`config.mk`:
```
export PLATFORM = sky130hd
export DESIGN_NAME = tt_exec_unit
export DESIGN_NICKNAME = d
export VERILOG_FILES = /design/src/rtl/tt_exec_pkg.sv /design/src/rtl/tt_bitwise_unit.sv /design/src/rtl/tt_arith_unit.sv /design/src/rtl/tt_compare_unit.sv /design/src/rtl/tt_exec_unit.sv
export SDC_FILE = /design/constraint.sdc
export NUM_CORES = 2
export LEC_CHECK = 0
export BUFFER_PORTS_ARGS = -buffer_cell sky130_fd_sc_hd__buf_2
export CORE_MARGIN = 3
export CORE_UTILIZATION = 48
export DETAILED_ROUTE_END_ITERATION = 10
export PLACE_DENSITY = 0.72
export SYNTH_ARGS = -nofsm -noshare
export SYNTH_HDL_FRONTEND = slang
export SYNTH_HIERARCHICAL = 1
export SYNTH_SLANG_ARGS = --single-unit
```
`constraint.sdc`:
```
create_clock -name vclk -period 16.5
set_input_delay 3.3 -clock vclk [all_inputs]
set_output_delay 3.3 -clock vclk [all_outputs]
set_load 0.1 [all_outputs]
```
`src/rtl/tt_exec_pkg.sv`:
```
package tt_exec_pkg;

    localparam logic [3:0] CLS_BITWISE = 4'h1;
    localparam logic [3:0] CLS_ARITH   = 4'h2;
    localparam logic [3:0] CLS_CMP     = 4'h3;

    typedef enum logic [2:0] {
        OP_ADD = 3'd0,
        OP_SUB = 3'd1,
        OP_SHL = 3'd2,
        OP_SHR = 3'd3,
        OP_ASR = 3'd4,
        OP_ROL = 3'd5,
        OP_ROR = 3'd6,
        OP_NEG = 3'd7
    } arith_op_e;

    // compare flags as they sit in insn[11:8]
    typedef struct packed {
        logic invert;
        logic is_signed;
        logic want_gt;
        logic want_eq;
    } cmp_flags_t;

    function automatic logic lut_bit(input logic [3:0] tbl, input logic dbit, input logic sbit);
        return tbl[{dbit, sbit}];
    endfunction

endpackage

```
`src/rtl/tt_bitwise_unit.sv`:
```
module tt_bitwise_unit
    import tt_exec_pkg::*;
#(
    parameter int WIDTH = 64
) (
    input  logic [3:0]       table_m,
    input  logic [WIDTH-1:0] opnd_d,
    input  logic [WIDTH-1:0] opnd_s,
    output logic [WIDTH-1:0] bit_res
);

    for (genvar i = 0; i < WIDTH; i++) begin : g_lane
        assign bit_res[i] = lut_bit(table_m, opnd_d[i], opnd_s[i]);
    end

    always_comb begin
        if (table_m == 4'd0)
            assert_tt_false_R2: assert (bit_res == '0) else $error("table 0 not zero");
        if (table_m == 4'd15)
            assert_tt_true_R2: assert (bit_res == '1) else $error("table 15 not ones");
        if (table_m == 4'd12)
            assert_tt_keep_d_R2: assert (bit_res == opnd_d) else $error("table 12 not D");
    end

endmodule

```
`src/rtl/tt_arith_unit.sv`:
```
module tt_arith_unit
    import tt_exec_pkg::*;
#(
    parameter int WIDTH = 64
) (
    input  arith_op_e        op,
    input  logic             use_imm,
    input  logic [3:0]       imm_field,
    input  logic [WIDTH-1:0] opnd_d,
    input  logic [WIDTH-1:0] opnd_s,
    output logic [WIDTH-1:0] arith_res
);

    localparam int SHW = $clog2(WIDTH);

    logic [WIDTH-1:0]   s_eff;
    logic [SHW-1:0]     amt;
    logic [2*WIDTH-1:0] rot_l;
    logic [2*WIDTH-1:0] rot_r;

    assign s_eff = use_imm ? {{(WIDTH-4){1'b0}}, imm_field} : opnd_s;
    assign amt   = s_eff[SHW-1:0];
    assign rot_l = {opnd_d, opnd_d} << amt;
    assign rot_r = {opnd_d, opnd_d} >> amt;

    always_comb begin
        unique case (op)
            OP_ADD:  arith_res = opnd_d + s_eff;
            OP_SUB:  arith_res = opnd_d - s_eff;
            OP_SHL:  arith_res = opnd_d << amt;
            OP_SHR:  arith_res = opnd_d >> amt;
            OP_ASR:  arith_res = $unsigned($signed(opnd_d) >>> amt);
            OP_ROL:  arith_res = rot_l[2*WIDTH-1:WIDTH];
            OP_ROR:  arith_res = rot_r[WIDTH-1:0];
            OP_NEG:  arith_res = '0 - s_eff;
            default: arith_res = '0;
        endcase
    end

    always_comb begin
        if (op inside {OP_SHL, OP_SHR, OP_ASR, OP_ROL, OP_ROR} && amt == '0)
            assert_zero_shift_R4: assert (arith_res == opnd_d) else $error("zero shift changed D");
        if (op == OP_ADD && use_imm && imm_field == 4'd0)
            assert_imm_zero_add_R6: assert (arith_res == opnd_d) else $error("imm 0 add changed D");
    end

endmodule

```
`src/rtl/tt_compare_unit.sv`:
```
module tt_compare_unit
    import tt_exec_pkg::*;
#(
    parameter int WIDTH = 64
) (
    input  cmp_flags_t       flags,
    input  logic [WIDTH-1:0] opnd_d,
    input  logic [WIDTH-1:0] opnd_s,
    output logic [WIDTH-1:0] cmp_res
);

    logic is_eq;
    logic is_gt;
    logic raw_test;
    logic verdict;

    assign is_eq    = (opnd_d == opnd_s);
    assign is_gt    = flags.is_signed ? ($signed(opnd_d) > $signed(opnd_s)) : (opnd_d > opnd_s);
    assign raw_test = (flags.want_eq & is_eq) | (flags.want_gt & is_gt);
    assign verdict  = raw_test ^ flags.invert;
    assign cmp_res  = {{(WIDTH-1){1'b0}}, verdict};

    always_comb begin
        if (!flags.want_eq && !flags.want_gt)
            assert_const_test_R9: assert (cmp_res[0] == flags.invert) else $error("flagless test wrong");
        if (flags.want_eq && opnd_d == opnd_s)
            assert_eq_hit_R7: assert (cmp_res[0] == !flags.invert) else $error("equal operands missed");
    end

endmodule

```
`src/rtl/tt_exec_unit.sv`:
```
module tt_exec_unit
    import tt_exec_pkg::*;
#(
    parameter int WIDTH = 64
) (
    input  logic [15:0]      insn,
    input  logic [WIDTH-1:0] opnd_d,
    input  logic [WIDTH-1:0] opnd_s,
    output logic [WIDTH-1:0] result,
    output logic             wr_en
);

    logic [3:0]       cls;
    logic [WIDTH-1:0] bit_res;
    logic [WIDTH-1:0] arith_res;
    logic [WIDTH-1:0] cmp_res;
    logic             unused_regnum;

    assign cls           = insn[15:12];
    assign unused_regnum = ^insn[3:0];

    tt_bitwise_unit #(.WIDTH(WIDTH)) u_bitwise (
        .table_m (insn[11:8]),
        .opnd_d  (opnd_d),
        .opnd_s  (opnd_s),
        .bit_res (bit_res)
    );

    tt_arith_unit #(.WIDTH(WIDTH)) u_arith (
        .op        (arith_op_e'(insn[10:8])),
        .use_imm   (insn[11]),
        .imm_field (insn[7:4]),
        .opnd_d    (opnd_d),
        .opnd_s    (opnd_s),
        .arith_res (arith_res)
    );

    tt_compare_unit #(.WIDTH(WIDTH)) u_compare (
        .flags   (cmp_flags_t'(insn[11:8])),
        .opnd_d  (opnd_d),
        .opnd_s  (opnd_s),
        .cmp_res (cmp_res)
    );

    always_comb begin
        wr_en  = 1'b1;
        result = '0;
        case (cls)
            CLS_BITWISE: result = bit_res;
            CLS_ARITH:   result = arith_res;
            CLS_CMP:     result = cmp_res;
            default:     wr_en  = 1'b0;
        endcase
    end

    always_comb begin
        if (!wr_en)
            assert_idle_zero_R10: assert (result == '0) else $error("idle result nonzero");
        if (cls == CLS_CMP)
            assert_cmp_boolean_R9: assert (result[WIDTH-1:1] == '0) else $error("compare result not 0/1");
    end

endmodule

```
==> impl_results.md <==
- Gate count after technology mapping: 3336
- Maximum capacitance violations: 0
- Post-cts repair resize count: 0
- Post-Synthesis Mean Instance Area: 7.60 sq um
- Fraction of final layout cells with drive strength greater than 1: 0.166
- Number of endpoints failing setup at the final stage: 0
- Master of the slowest instance on the critical path: sky130_fd_sc_hd__a2111oi_0
- Total GRT Usage: 0.430
- DR DRC count: 0
- Area growth from synthesis to layout: 3.96%
- Detailed router's first-iteration violation count: 4822
- CP Data Arrival Time: 10.15 ns
- Critical path's top delay family: compound AO/OA/AOI/OAI gates
- List of most frequent post-synthesis cells: sky130_fd_sc_hd__mux2i_1 (347), sky130_fd_sc_hd__nand2_1 (314), sky130_fd_sc_hd__a21oi_1 (279), sky130_fd_sc_hd__o21ai_0 (213), sky130_fd_sc_hd__ha_1 (206)
- FF+latch count: 0
- Via count of the first global-routing pass: 26700
- First-pass GRT wire length: 182000 um
- Pin count of the biggest net entering global routing: 93
- Fmax: 74.3 MHz
- CTS Hold Bufs: 0
- Total number of vias: 29600
- Synth top area share: 0.154
- Critical Path Start Type: primary input
- Number of input and output port buffers inserted: 205
- Fin crit period: 13.45 ns
- Post-CTS setup repair buffer count: 0
- Data required, critical path: 13.20 ns
- Total I/O pin count: 209
- Setup repair after global routing missed its margin: false
- Std-Cell Core Area: 0.0518 sq mm
- Detailed-route vias per instance: 7.37
- Unique masters post-synth: 97
- Headroom to the max-slew limit: 0.0762
- First-pass iteration count of the detailed router: 9
- Cell area after technology mapping: 0.0254 sq mm
- Number of warnings printed during yosys synthesis: 6
- Remaining antenna violation count: 0
- Full die area: 0.0556 sq mm
- Drt total wl: 127000 um
- Die Span X: 236 um
- Site row count: 83
- Slowest stage delay, CP: 0.75 ns
- Post-detail-place hpwl: 98200 um
- Final Net Count: 3692
- Critical path peak fanout: 43
- Number of antenna violations at the first check in global routing: 6
- Die boundary height: 236 um
- Cell type with the largest total area after synthesis: sky130_fd_sc_hd__mux4_2
- Sequential cell area fraction in the yosys report: 0
- Worst setup path category: primary input to output port
- Crit end category: output port
- Transition time at the pin with the least slew margin: 1.37 ns
- Synth area leaders: sky130_fd_sc_hd__mux4_2 (15%), sky130_fd_sc_hd__mux2i_1 (14%), sky130_fd_sc_hd__ha_1 (10%)
- Residual overflow from global routing: 0
- Starting utilization of the core area: 0.489
- Cell breakdown of the critical path: buf_4, mux2i_4, buf_4, clkinv_2, fa_1, nor2b_1, o211ai_1, a2111oi_0, o31ai_1, a311o_1, o221ai_1, a21boi_0, o21ai_0, mux2i_1, o2111ai_1, mux2i_1, o2bb2ai_2, buf_2
- Fraction of the cycle the final worst path needs: 0.815
- Most common cell in the synthesized netlist: sky130_fd_sc_hd__mux2i_1
- GP Congestion: 1.11
- Combined flip-flop and latch cell area: 0 sq um
- Final-report hold violation count: 0
- Pins Over Slew Limit: 0
- Clock buffer cells: 0
- Type of the tightest min-delay check: primary input to output port
- Number of buffer and inverter instances along the worst setup path: 4
- Result of the run: complete, no violations
- Average wire length per cell after detail routing: 31.6 um
- Setup TNS: 0 ns
## routing by layer
layer / vias to the layer above / global-route usage / wire, um
met1: 14200 / 0.557 / 46900
met4: 8 / 0.221 / 8660
li1: 12600 / - / -
met3: 444 / 0.170 / 20300
met2: 2412 / 0.614 / 51300
met5: - / 0 / 46
## tightest hold or removal path, stage by stage
cell	delay, ns
sky130_fd_sc_hd__buf_2	0.13
sky130_fd_sc_hd__nor3_1	0.06
sky130_fd_sc_hd__buf_2	0.28
## metrics by stage
stage	setup slack (ns)	hold slack (ns)	cells	util	instance area [sq um]
after global routing	2.87	7.08	4018	0.508	26300
after CTS	3.42	7.07	4018	0.508	26300
after global placement	3.47	7.06	4018	0.508	26300
after floorplan	4.27	6.94	3398	-	25600
final	3.05	7.07	4022	0.509	26400
after detailed placement	3.49	7.07	4018	0.508	26300
## final cells by class
type,count,area [sq um]
inverter,173,661
antenna,4,10.0
timing repair buffer,271,1530
multi-input combinational,2894,23300
fill,5167,25500
tap,680,851
## path summary, 6_finish.rpt
check / endpoint / cells after the start / slack (ns) / startpoint
worst min-delay path: wr_en / 3 / 7.07 / insn[14]
worst max-delay path: result[60] / 18 / 3.05 / insn[11]
## placed cells by master, fill, tap and decap left out, types with 11 or more instances in the layout
cell,count
sky130_fd_sc_hd__mux2i_1,345
sky130_fd_sc_hd__nand2_1,314
sky130_fd_sc_hd__a21oi_1,279
sky130_fd_sc_hd__o21ai_0,213
sky130_fd_sc_hd__ha_1,206
sky130_fd_sc_hd__buf_2,203
sky130_fd_sc_hd__nor2_1,178
sky130_fd_sc_hd__mux4_2,173
sky130_fd_sc_hd__inv_1,167
sky130_fd_sc_hd__and2_1,77
sky130_fd_sc_hd__xnor2_1,75
sky130_fd_sc_hd__nand2b_1,70
sky130_fd_sc_hd__buf_4,68
sky130_fd_sc_hd__nand3_1,63
sky130_fd_sc_hd__conb_1,63
sky130_fd_sc_hd__o2bb2ai_2,60
sky130_fd_sc_hd__a21o_1,56
sky130_fd_sc_hd__nand4_1,53
sky130_fd_sc_hd__o22ai_1,47
sky130_fd_sc_hd__a22oi_1,44
sky130_fd_sc_hd__nor3_1,42
sky130_fd_sc_hd__a31oi_1,42
sky130_fd_sc_hd__o211ai_1,39
sky130_fd_sc_hd__xor2_1,38
sky130_fd_sc_hd__o221ai_1,32
sky130_fd_sc_hd__a211oi_1,31
sky130_fd_sc_hd__o21bai_1,26
sky130_fd_sc_hd__o21a_1,23
sky130_fd_sc_hd__nor2b_1,20
sky130_fd_sc_hd__o31ai_1,20
sky130_fd_sc_hd__and3_1,20
sky130_fd_sc_hd__a221oi_1,17
sky130_fd_sc_hd__a21boi_0,15
sky130_fd_sc_hd__or3_1,12
sky130_fd_sc_hd__o21ai_1,11
sky130_fd_sc_hd__a32oi_1,11
sky130_fd_sc_hd__nor4_1,11
## logic make-up (layout without fill, tap and decap cells)
family / after synthesis / count (layout) / share of synthesized area
xor gates and xnor gates: 113 / 113 / 0.0390
muxes: 538 / 538 / 0.302
other: 1 / 67 / 0.000148
AOI/OAI and AO/OA: 1064 / 1064 / 0.288
adders and majority gates: 208 / 208 / 0.103
buffers and inverters: 504 / 444 / 0.0924
and+or+nand+nor: 908 / 908 / 0.174
